### src/rtl/pwr_evt_pkg.sv
package pwr_evt_pkg;
  localparam int NSRC = 5;
  localparam int DW   = 32;

  // bit position of source i inside a 32-bit word: 0..3 direct, then 7
  function automatic int src_pos(input int i);
    return (i < 4) ? i : i + 3;
  endfunction

  function automatic logic [DW-1:0] to_word(input logic [NSRC-1:0] v);
    logic [DW-1:0] w;
    w = '0;
    for (int i = 0; i < NSRC; i++) w[src_pos(i)] = v[i];
    return w;
  endfunction

  function automatic logic [NSRC-1:0] from_word(input logic [DW-1:0] w);
    logic [NSRC-1:0] v;
    for (int i = 0; i < NSRC; i++) v[i] = w[src_pos(i)];
    return v;
  endfunction

  typedef enum logic {SEL_STS = 1'b0, SEL_EN = 1'b1} reg_sel_e;
endpackage

### src/rtl/pme_status_cell.sv
module pme_status_cell (
  input  logic clk,
  input  logic rst_n,
  input  logic pme,
  input  logic asrt,
  input  logic deas,
  input  logic clr_req,
  output logic sts,
  output logic pend,
  output logic set_hit,
  output logic clr_ok
);
  assign set_hit = pme | asrt;
  // clear honoured only when no assert message is outstanding (registered flag)
  assign clr_ok  = clr_req & ~pend;

  always_ff @(posedge clk or negedge rst_n) begin
    if (!rst_n) begin
      sts  <= 1'b0;
      pend <= 1'b0;
    end else begin
      if (set_hit)     sts <= 1'b1;
      else if (clr_ok) sts <= 1'b0;
      if (asrt)        pend <= 1'b1;
      else if (deas)   pend <= 1'b0;
    end
  end
endmodule

### src/rtl/pme_reg_window.sv
module pme_reg_window
  import pwr_evt_pkg::*;
#(
  parameter int NUM_SRC = NSRC,
  parameter int DATA_W  = DW
) (
  input  logic               clk,
  input  logic               rst_n,
  input  logic               reg_wr,
  input  logic               reg_addr,
  input  logic [DATA_W-1:0]  reg_wdata,
  input  logic [NUM_SRC-1:0] sts_vec,
  output logic [NUM_SRC-1:0] en_vec,
  output logic [NUM_SRC-1:0] clr_req,
  output logic [DATA_W-1:0]  reg_rdata
);
  logic               sel_en;
  logic [NUM_SRC-1:0] wr_bits;

  assign sel_en  = (reg_addr == SEL_EN);
  assign wr_bits = from_word(reg_wdata);
  assign clr_req = (reg_wr && !sel_en) ? wr_bits : '0;

  always_ff @(posedge clk or negedge rst_n) begin
    if (!rst_n)               en_vec <= '0;
    else if (reg_wr && sel_en) en_vec <= wr_bits;
  end

  assign reg_rdata = sel_en ? to_word(en_vec) : to_word(sts_vec);
endmodule

### src/rtl/pme_event_router.sv
module pme_event_router #(
  parameter int NUM_SRC = 5
) (
  input  logic [NUM_SRC-1:0] sts_vec,
  input  logic [NUM_SRC-1:0] en_vec,
  input  logic               working,
  input  logic               sci_en,
  input  logic               smi_en,
  output logic               wake_req,
  output logic               sci,
  output logic               smi
);
  logic live;
  assign live     = |(sts_vec & en_vec);
  assign wake_req = live;
  assign sci      = live & working & sci_en;
  assign smi      = live & working & ~sci_en & smi_en;
endmodule

### src/rtl/pme_wake_router.sv
module pme_wake_router
  import pwr_evt_pkg::*;
#(
  parameter int NUM_SRC = NSRC,
  parameter int DATA_W  = DW
) (
  input  logic               clk,
  input  logic               rst_n,
  input  logic [NUM_SRC-1:0] pme_msg,
  input  logic [NUM_SRC-1:0] gpe_assert,
  input  logic [NUM_SRC-1:0] gpe_deassert,
  input  logic               reg_wr,
  input  logic               reg_addr,
  input  logic [DATA_W-1:0]  reg_wdata,
  output logic [DATA_W-1:0]  reg_rdata,
  input  logic               working,
  input  logic               sci_en,
  input  logic               smi_en,
  output logic               wake_req,
  output logic               sci,
  output logic               smi
);
  // named internal events, observed by the bound checker
  logic [NUM_SRC-1:0] sts_q, pend_q, en_q, set_hit, clr_req, clr_ok;

  for (genvar g = 0; g < NUM_SRC; g++) begin : g_cell
    pme_status_cell u_cell (
      .clk     (clk),
      .rst_n   (rst_n),
      .pme     (pme_msg[g]),
      .asrt    (gpe_assert[g]),
      .deas    (gpe_deassert[g]),
      .clr_req (clr_req[g]),
      .sts     (sts_q[g]),
      .pend    (pend_q[g]),
      .set_hit (set_hit[g]),
      .clr_ok  (clr_ok[g])
    );
  end

  pme_reg_window #(.NUM_SRC(NUM_SRC), .DATA_W(DATA_W)) u_win (
    .clk       (clk),
    .rst_n     (rst_n),
    .reg_wr    (reg_wr),
    .reg_addr  (reg_addr),
    .reg_wdata (reg_wdata),
    .sts_vec   (sts_q),
    .en_vec    (en_q),
    .clr_req   (clr_req),
    .reg_rdata (reg_rdata)
  );

  pme_event_router #(.NUM_SRC(NUM_SRC)) u_route (
    .sts_vec  (sts_q),
    .en_vec   (en_q),
    .working  (working),
    .sci_en   (sci_en),
    .smi_en   (smi_en),
    .wake_req (wake_req),
    .sci      (sci),
    .smi      (smi)
  );
endmodule

### config.mk
export PLATFORM = sky130hd
export DESIGN_NAME = pme_wake_router
export DESIGN_NICKNAME = d
export VERILOG_FILES = /design/src/rtl/pwr_evt_pkg.sv /design/src/rtl/pme_status_cell.sv /design/src/rtl/pme_reg_window.sv /design/src/rtl/pme_event_router.sv /design/src/rtl/pme_wake_router.sv
export SDC_FILE = /design/constraint.sdc
export NUM_CORES = 1
export LEC_CHECK = 0
export BUFFER_PORTS_ARGS = -buffer_cell sky130_fd_sc_hd__buf_2
export CAP_MARGIN = 15
export CORE_AREA = 4 4 56 58
export CTS_CLUSTER_DIAMETER = 200
export DETAILED_ROUTE_END_ITERATION = 16
export DIE_AREA = 0 0 60 62
export MAX_ROUTING_LAYER = met4
export PLACE_DENSITY_LB_ADDON = 0.1
export SYNTH_ARGS = -nofsm -noshare
export SYNTH_HDL_FRONTEND = slang
export SYNTH_HIERARCHICAL = 1
export SYNTH_SLANG_ARGS = --single-unit
### constraint.sdc
create_clock -name clk -period 3 [get_ports clk]
set_input_delay 0.6 -clock clk [delete_from_list [all_inputs] [get_ports clk]]
set_output_delay 0.6 -clock clk [all_outputs]
set_load 0.05 [all_outputs]
Yosys cells after proc, flatten, opt, wreduce, memory -nomap -nowiden
Cells that the tools add are included.
{"block": "word_totals", "reg_bits": 15, "in_bits": 54, "out_inout_bits": 35, "word_cells": 68}
{"block": "op_classes", "muxes": 22, "bitwise_logic": 21, "n_reduce_logical": 14}
{"op": "two-way mux 1 bit", "n": 20}
{"op": "nonzero test 2 bit", "n": 10}
{"op": "AND 1 bit", "n": 9}
{"op": "two-way mux 8 bit", "n": 1}
{"op": "inverter 1 bit", "n": 6}
{"op": "AND 5 bit", "n": 1}
{"op": "two-way mux 5 bit", "n": 1}
{"op": "bitwise OR 1 bit", "n": 5}
{"op": "OR reduction 5 bit", "n": 1}
{"op": "logical AND 1 bit", "n": 2}
{"op": "logical NOT 1 bit", "n": 1}

Logic depth before layout (Yosys ltp)
Gate-level depths: netlist of run 1.
{"block": "logic_depth", "word_depth": 6, "depth_mapped": 5, "depth_no_buf": 4}

Hierarchy
The synthesis of run 1 kept the hierarchy.
{"mod": "pme_reg_window", "instances": 1, "cells_each": 51, "area_per_inst_um2": 523.0, "seq_area_each_um2": 125.1}
{"mod": "pme_status_cell", "instances": 5, "cells_each": 8, "area_per_inst_um2": 87.6, "seq_area_each_um2": 50.0}
{"mod": "pme_event_router", "instances": 1, "cells_each": 7, "area_per_inst_um2": 42.5, "seq_area_each_um2": 0.0}

Worst setup path after synthesis of run 1
Ideal clock, no wire load.
{"block": "synth_path", "path_kind": "in2out", "start": "input sci_en", "end": "output smi", "arrival_time_ns": 1.504, "required_ns": 2.400, "path_slack_ns": 0.896, "path_stages": 2, "n_path_buf": 0, "path_cell_list": "nand3b_1 -> a21oi_1"}
{"block": "synth_between", "elab_chain_cells": 3}
{"item": "start, declared", "line": "pme_wake_router.sv:17", "rtl": "input logic sci_en,"}
{"item": "inverter 1 bit", "line": "pme_event_router.sv:17", "rtl": "assign smi = live & working & ~sci_en & smi_en;"}
{"item": "AND 1 bit (2 in series)", "line": "pme_event_router.sv:17"}
{"item": "end, declared", "line": "pme_wake_router.sv:21", "rtl": "output logic smi"}
No other way between the ends.

Worst setup path in the final report of run 1
{"block": "layout_path", "start": "register g_cell[3].u_cell.sts", "end": "output sci"}
{"block": "layout_between", "elab_chain_cells": 4}
{"item": "start, declared", "line": "pme_status_cell.sv:8", "rtl": "output logic sts,"}
{"item": "start signal, assigned", "line": "pme_status_cell.sv:19", "rtl": "sts <= 1'b0;"}
{"item": "start signal, assigned", "line": "pme_status_cell.sv:22", "rtl": "if (set_hit) sts <= 1'b1;"}
{"item": "start signal, assigned", "line": "pme_status_cell.sv:23", "rtl": "else if (clr_ok) sts <= 1'b0;"}
{"item": "AND 5 bit", "line": "pme_event_router.sv:14", "rtl": "assign live = |(sts_vec & en_vec);"}
{"item": "OR reduction 5 bit", "line": "pme_event_router.sv:14"}
{"item": "AND 1 bit (2 in series)", "line": "pme_event_router.sv:16", "rtl": "assign sci = live & working & sci_en;"}
{"item": "end, declared", "line": "pme_wake_router.sv:20", "rtl": "output logic sci,"}
No other way between the ends.

==> results of run 1 <==
==> cells in the mapped netlist <==
master,number,share of area (%)
buf_4,27,20
dfrtp_1,15,37
inv_1,10,3.7
nor2b_1,6,3.7
a21o_1,5,3.7
and2_1,5,3.1
mux2_2,5,5.6
mux2_4,5,7.5
o21bai_1,5,3.7
or2_4,5,4.4
a21oi_1,2,1.0
nand2_1,2,0.75
a222oi_1,1,1.0
a22oi_1,1,0.75
buf_6,1,1.1
conb_1,1,0.37
nand2_4,1,1.1
nand3b_1,1,0.75
==> critical path, stage by stage (launching register included) <==
cell,delay [ns]
dfrtp_1,0.41
a222oi_1,0.53
a21oi_1,0.12
buf_2,0.23
==> area by class of cell <==
class                   count  area share (%)
clock buffers               4            2.34
repair buffers             34            15.2
inverters                  10            3.34
flip-flops and latches     15            33.4
multi-input cells          71            42.3
well taps                  31            3.46
==> flip-flops by register name, indices dropped and copies added, names as in the netlist <==
name,count
g_cell.u_cell/sts,5
g_cell.u_cell/pend,5
u_win/en_vec,5
==> path summary, 6_finish.rpt <==
check | startpoint | to | slack [ns]
max | g_cell[3].u_cell/sts | sci | 0.83
min | rst_n | u_win/en_vec[1] | 0.21
min reg2reg | g_cell[2].u_cell/pend | g_cell[2].u_cell/pend | 0.49
min in group clk | g_cell[2].u_cell/pend | g_cell[2].u_cell/pend | 0.49
max reg2reg | u_win/en_vec[2] | u_win/en_vec[2] | 2.23
max in group asynchronous | rst_n | g_cell[3].u_cell/pend | 2.53
==> where the power goes <==
part | total [mW] | internal, mW | switching [mW]
Sequential | 0.228 | 0.217 | 0.0106
Clock | 0.119 | 0.0516 | 0.0672
Combinational | 0.191 | 0.0531 | 0.138
==> cell families after synthesis <==
kind of cell	count (synthesis)	synth area share, %
AO/OA/AOI/OAI	14	10.2
buffers and inverters	38	25.1
flip-flops	15	37.4
multiplexers	10	13.1
other	1	0.374
AND/OR/NAND/NOR	20	13.8
==> routing by layer <==
layer	GRT usage [%]	wire, um	share of wire (%)	vias up
met5	-	0	0	-
met2	18.2	932	54	38
li1	-	-	-	332
met4	4.75	5	0.29	0
met3	1.86	205	12	2
met1	10.3	599	34	323
==> stage by stage <==
step                power [mW]  hold WS, ns  setup WS, ns
CTS                      0.546        0.214         0.824
floorplan                0.413        0.304         0.896
finish                   0.538        0.211         0.826
global route             0.565        0.226         0.640
detailed placement       0.424        0.471          1.03
global placement         0.422        0.467          1.03
==> flow_summary.toml, run 1 <==
[outcome]
status = "completed"

[route]
firstDrtPassIters = 4
drtIter0Drc = 7
post-route-drc-count = 0
wl_per_cell_um = 10.6
totalWireLength_um = 1740
vias = 695
viasPerCell = 4.21
ant_nets = 0

[clocking]
cts.path.max_buffers = 2
cts_root_buf = "clkbuf_4"
htreeDepth = 1
clk_latency_ns = 0.28
cts_setup_buffers = 0
cts_resized = 0
cts.sinks = 15
hold_buffers = 0
cts_tree = "done"
clkTransAtPathRegs_ns = 0.09
cts-buffers-inserted = 3

[sta]
rsz0062_at_grt = "no"
finClkSkew_ns = 0.00212
post-route-period-util_pct = 72.5
finalHoldViolations = 0
slew_viol_final = 0
finalSetupTns_ns = 0
relSlewSlack_pct = 65.7
setup_viol = 0
fin_crit_ns = 2.17
worst_slew_pin_slew_ns = 0.514
fmax_mhz = 460

[synthesis]
synth.distinct_cells = 18
synth-seq-cells = 15
synthCells = 98
avgSynthCellArea_um2 = 10.2
synth_warnings = 6
synth_area_um2 = 1000
synth.yosys.seq_area_share_pct = 37.4

[setup_path]
path_max_fanout = 3
worstSetupPathType = "reg2out"
worstPathArrival_ns = 1.57
cp-end-kind = "output port"
reg2reg_depth = 1
required_ns = 2.40
start_kind = "flip-flop"

[layout]
diodes = 0
multiInputGateArea_um2 = 474
fin_nets = 189
fin_cells = 165
regArea_um2 = 375
area_delta_synth_final_pct = 11.8
final_area_um2 = 1120
final_cell_mix = "34 x buf_2, 27 x conb_1, 15 x dfrtp_1"
layout_commonest_cell = "buf_2"
final_util_pct = 42.2
fillers = 284
drive_above_1_share_pct = 39.6

[placed_design]
place.gp.congestion = 0.703
portBuffers = 34
place_inst = 161
placed_cell_area_um2 = 1100
place_hpwl_um = 1440

[pwr]
ir_drop_uv = 239
p_leak_nw = 0.658
pwr_density_cell_nw_per_um2 = 479

[floorplanning]
die_area_um2 = 3720
rows = 19
ios = 89
die_y_um = 62
die_x_um = 60
initial_core_util_pct = 37.7
core_area_um2 = 2660

[grt]
grt-ovfl-total = 0
grt_max_degree = 16
grt_pass1_wl_um = 2600
grt_usage_pct = 9.99
antenna_found_initial = 0
grt_pass1_vias = 606

[job]
maxCapViolCount = 0

[hold_path]
min_path_type = "in2async"
Note: power is estimated with default switching activity, not from simulation.
==> run 2, diff against run 1 <==
Settings changed: CORE_AREA 4 4 56 58 to 4 4 58 60, DIE_AREA 0 0 60 62 to 0 0 62 64.
Clock period 3 ns to 2.17 ns, I/O delays scaled along.
==> flow_summary.toml, run 2 (same netlist as run 1, synthesis figures left out) <==
[grt]
grtUsageMet1_pct = 9.51
grt_pass1_wl_um = 2560
grt-ovfl-total = 0
top_usage_layer = "met2"
grt_usage_pct = 9.13
grtUsageMet3_pct = 2.02
grt_pass1_vias = 593
grt_max_degree = 16
gr-usage-met2_pct = 15.0
antenna_found_initial = 0

[route]
drtIter0Drc = 1
ant_nets = 0
post-route-drc-count = 0
wl_per_cell_um = 10.1
vias = 675
viasPerCell = 4.04
totalWireLength_um = 1680
firstDrtPassIters = 2

[sta]
finalHoldViolations = 0
relSlewSlack_pct = 64.2
finalSetupTns_ns = 0
setup_viol = 0
post-route-period-util_pct = 92.5
rsz0062_at_grt = "no"
worst_slew_pin_slew_ns = 0.537
fin_crit_ns = 2.01
fmax_mhz = 498
finClkSkew_ns = 0.000322
slew_viol_final = 0

[floorplanning]
die_x_um = 62
ios = 89
die_area_um2 = 3970
rows = 20
initial_core_util_pct = 34.3
die_y_um = 64
core_area_um2 = 2930

[layout]
diodes = 0
fin_nets = 189
final_area_um2 = 1120
reg_top3 = "g_cell.u_cell/pend (5), g_cell.u_cell/sts (5), u_win/en_vec (5)"
drive_above_1_share_pct = 39.6
area_delta_synth_final_pct = 12.1
layout_commonest_cell = "buf_2"
final_util_pct = 38.4
fin_cells = 167
final_cell_mix = "34 x buf_2, 27 x conb_1, 15 x dfrtp_1"

[pwr]
p_leak_nw = 0.658
pwr_density_cell_nw_per_um2 = 652
ir_drop_uv = 240

[clocking]
cts-buffers-inserted = 3
cts_tree = "done"
cts_resized = 0
clkTransAtPathRegs_ns = 0.09
clk_latency_ns = 0.27
cts.sinks = 15
cts.path.max_buffers = 2
cts_root_buf = "clkbuf_4"
htreeDepth = 1
cts_setup_buffers = 0
hold_buffers = 0

[setup_path]
start_kind = "flip-flop"
cp-startpoint = "g_cell[3].u_cell/sts"
timing.rr.start = "u_win/en_vec[3]"
worstPathArrival_ns = 1.57
path_max_fanout = 3
worstSetupPathType = "reg2out"
required_ns = 1.74
cp-end-kind = "output port"

[placed_design]
place.gp.congestion = 0.721
placed_cell_area_um2 = 1100
place_hpwl_um = 1420
place_inst = 163
portBuffers = 34

[hold_path]
min_path_type = "in2async"

[job]
maxCapViolCount = 0

[outcome]
status = "completed"
[run 2: worst max-delay path: stages (launching register included)]
cell and delay [ns]:
dfrtp_1 0.40, a222oi_1 0.55, a21oi_1 0.12, buf_2 0.23
[run 2: where the power goes]
part | switching, mW | leakage, nW | internal [mW]
Combinational | 0.190 | 0.486 | 0.0734
Clock | 0.0833 | 0.0150 | 0.0712
Sequential | 0.0148 | 0.157 | 0.300
Total | 0.288 | 0.658 | 0.445
[run 2: path summary, 6_finish.rpt]
check	slack [ns]	end	depth (start not counted)
worst max-delay path	0.16	sci	3
worst min-delay path	0.05	g_cell[4].u_cell/sts	1
worst max register to register	1.40	u_win/en_vec[3]	1
worst min register to register	0.49	g_cell[0].u_cell/pend	1
max in group asynchronous	1.88	g_cell[0].u_cell/pend	1
min in group clk	0.35	g_cell[3].u_cell/pend	2
[run 2: layer usage]
layer | wire length (um) | up-vias | share of wire [%]
met5 | 0 | - | 0
li1 | - | 332 | -
met1 | 634 | 308 | 38
met4 | 19 | 0 | 1.1
met3 | 192 | 2 | 11
met2 | 837 | 33 | 50
[run 2: layout make-up]
class / count / area (um^2)
fillers: 313 / 1800
multi-input cells: 71 / 474
flip-flops and latches: 15 / 375
repair buffers: 34 / 170
well taps: 33 / 41.3
inverters: 10 / 37.5
clock buffers: 4 / 26.3
[run 2: metrics by stage]
stage                     setup WS (ns)  power (mW)  hold WS [ns]
after CTS                         0.146       0.745        0.0507
after floorplan                   0.398       0.572         0.138
after global placement            0.479       0.584         0.366
after detailed placement          0.467       0.586         0.360
final                             0.163       0.733        0.0455
after global routing             0.0256       0.778        0.0639
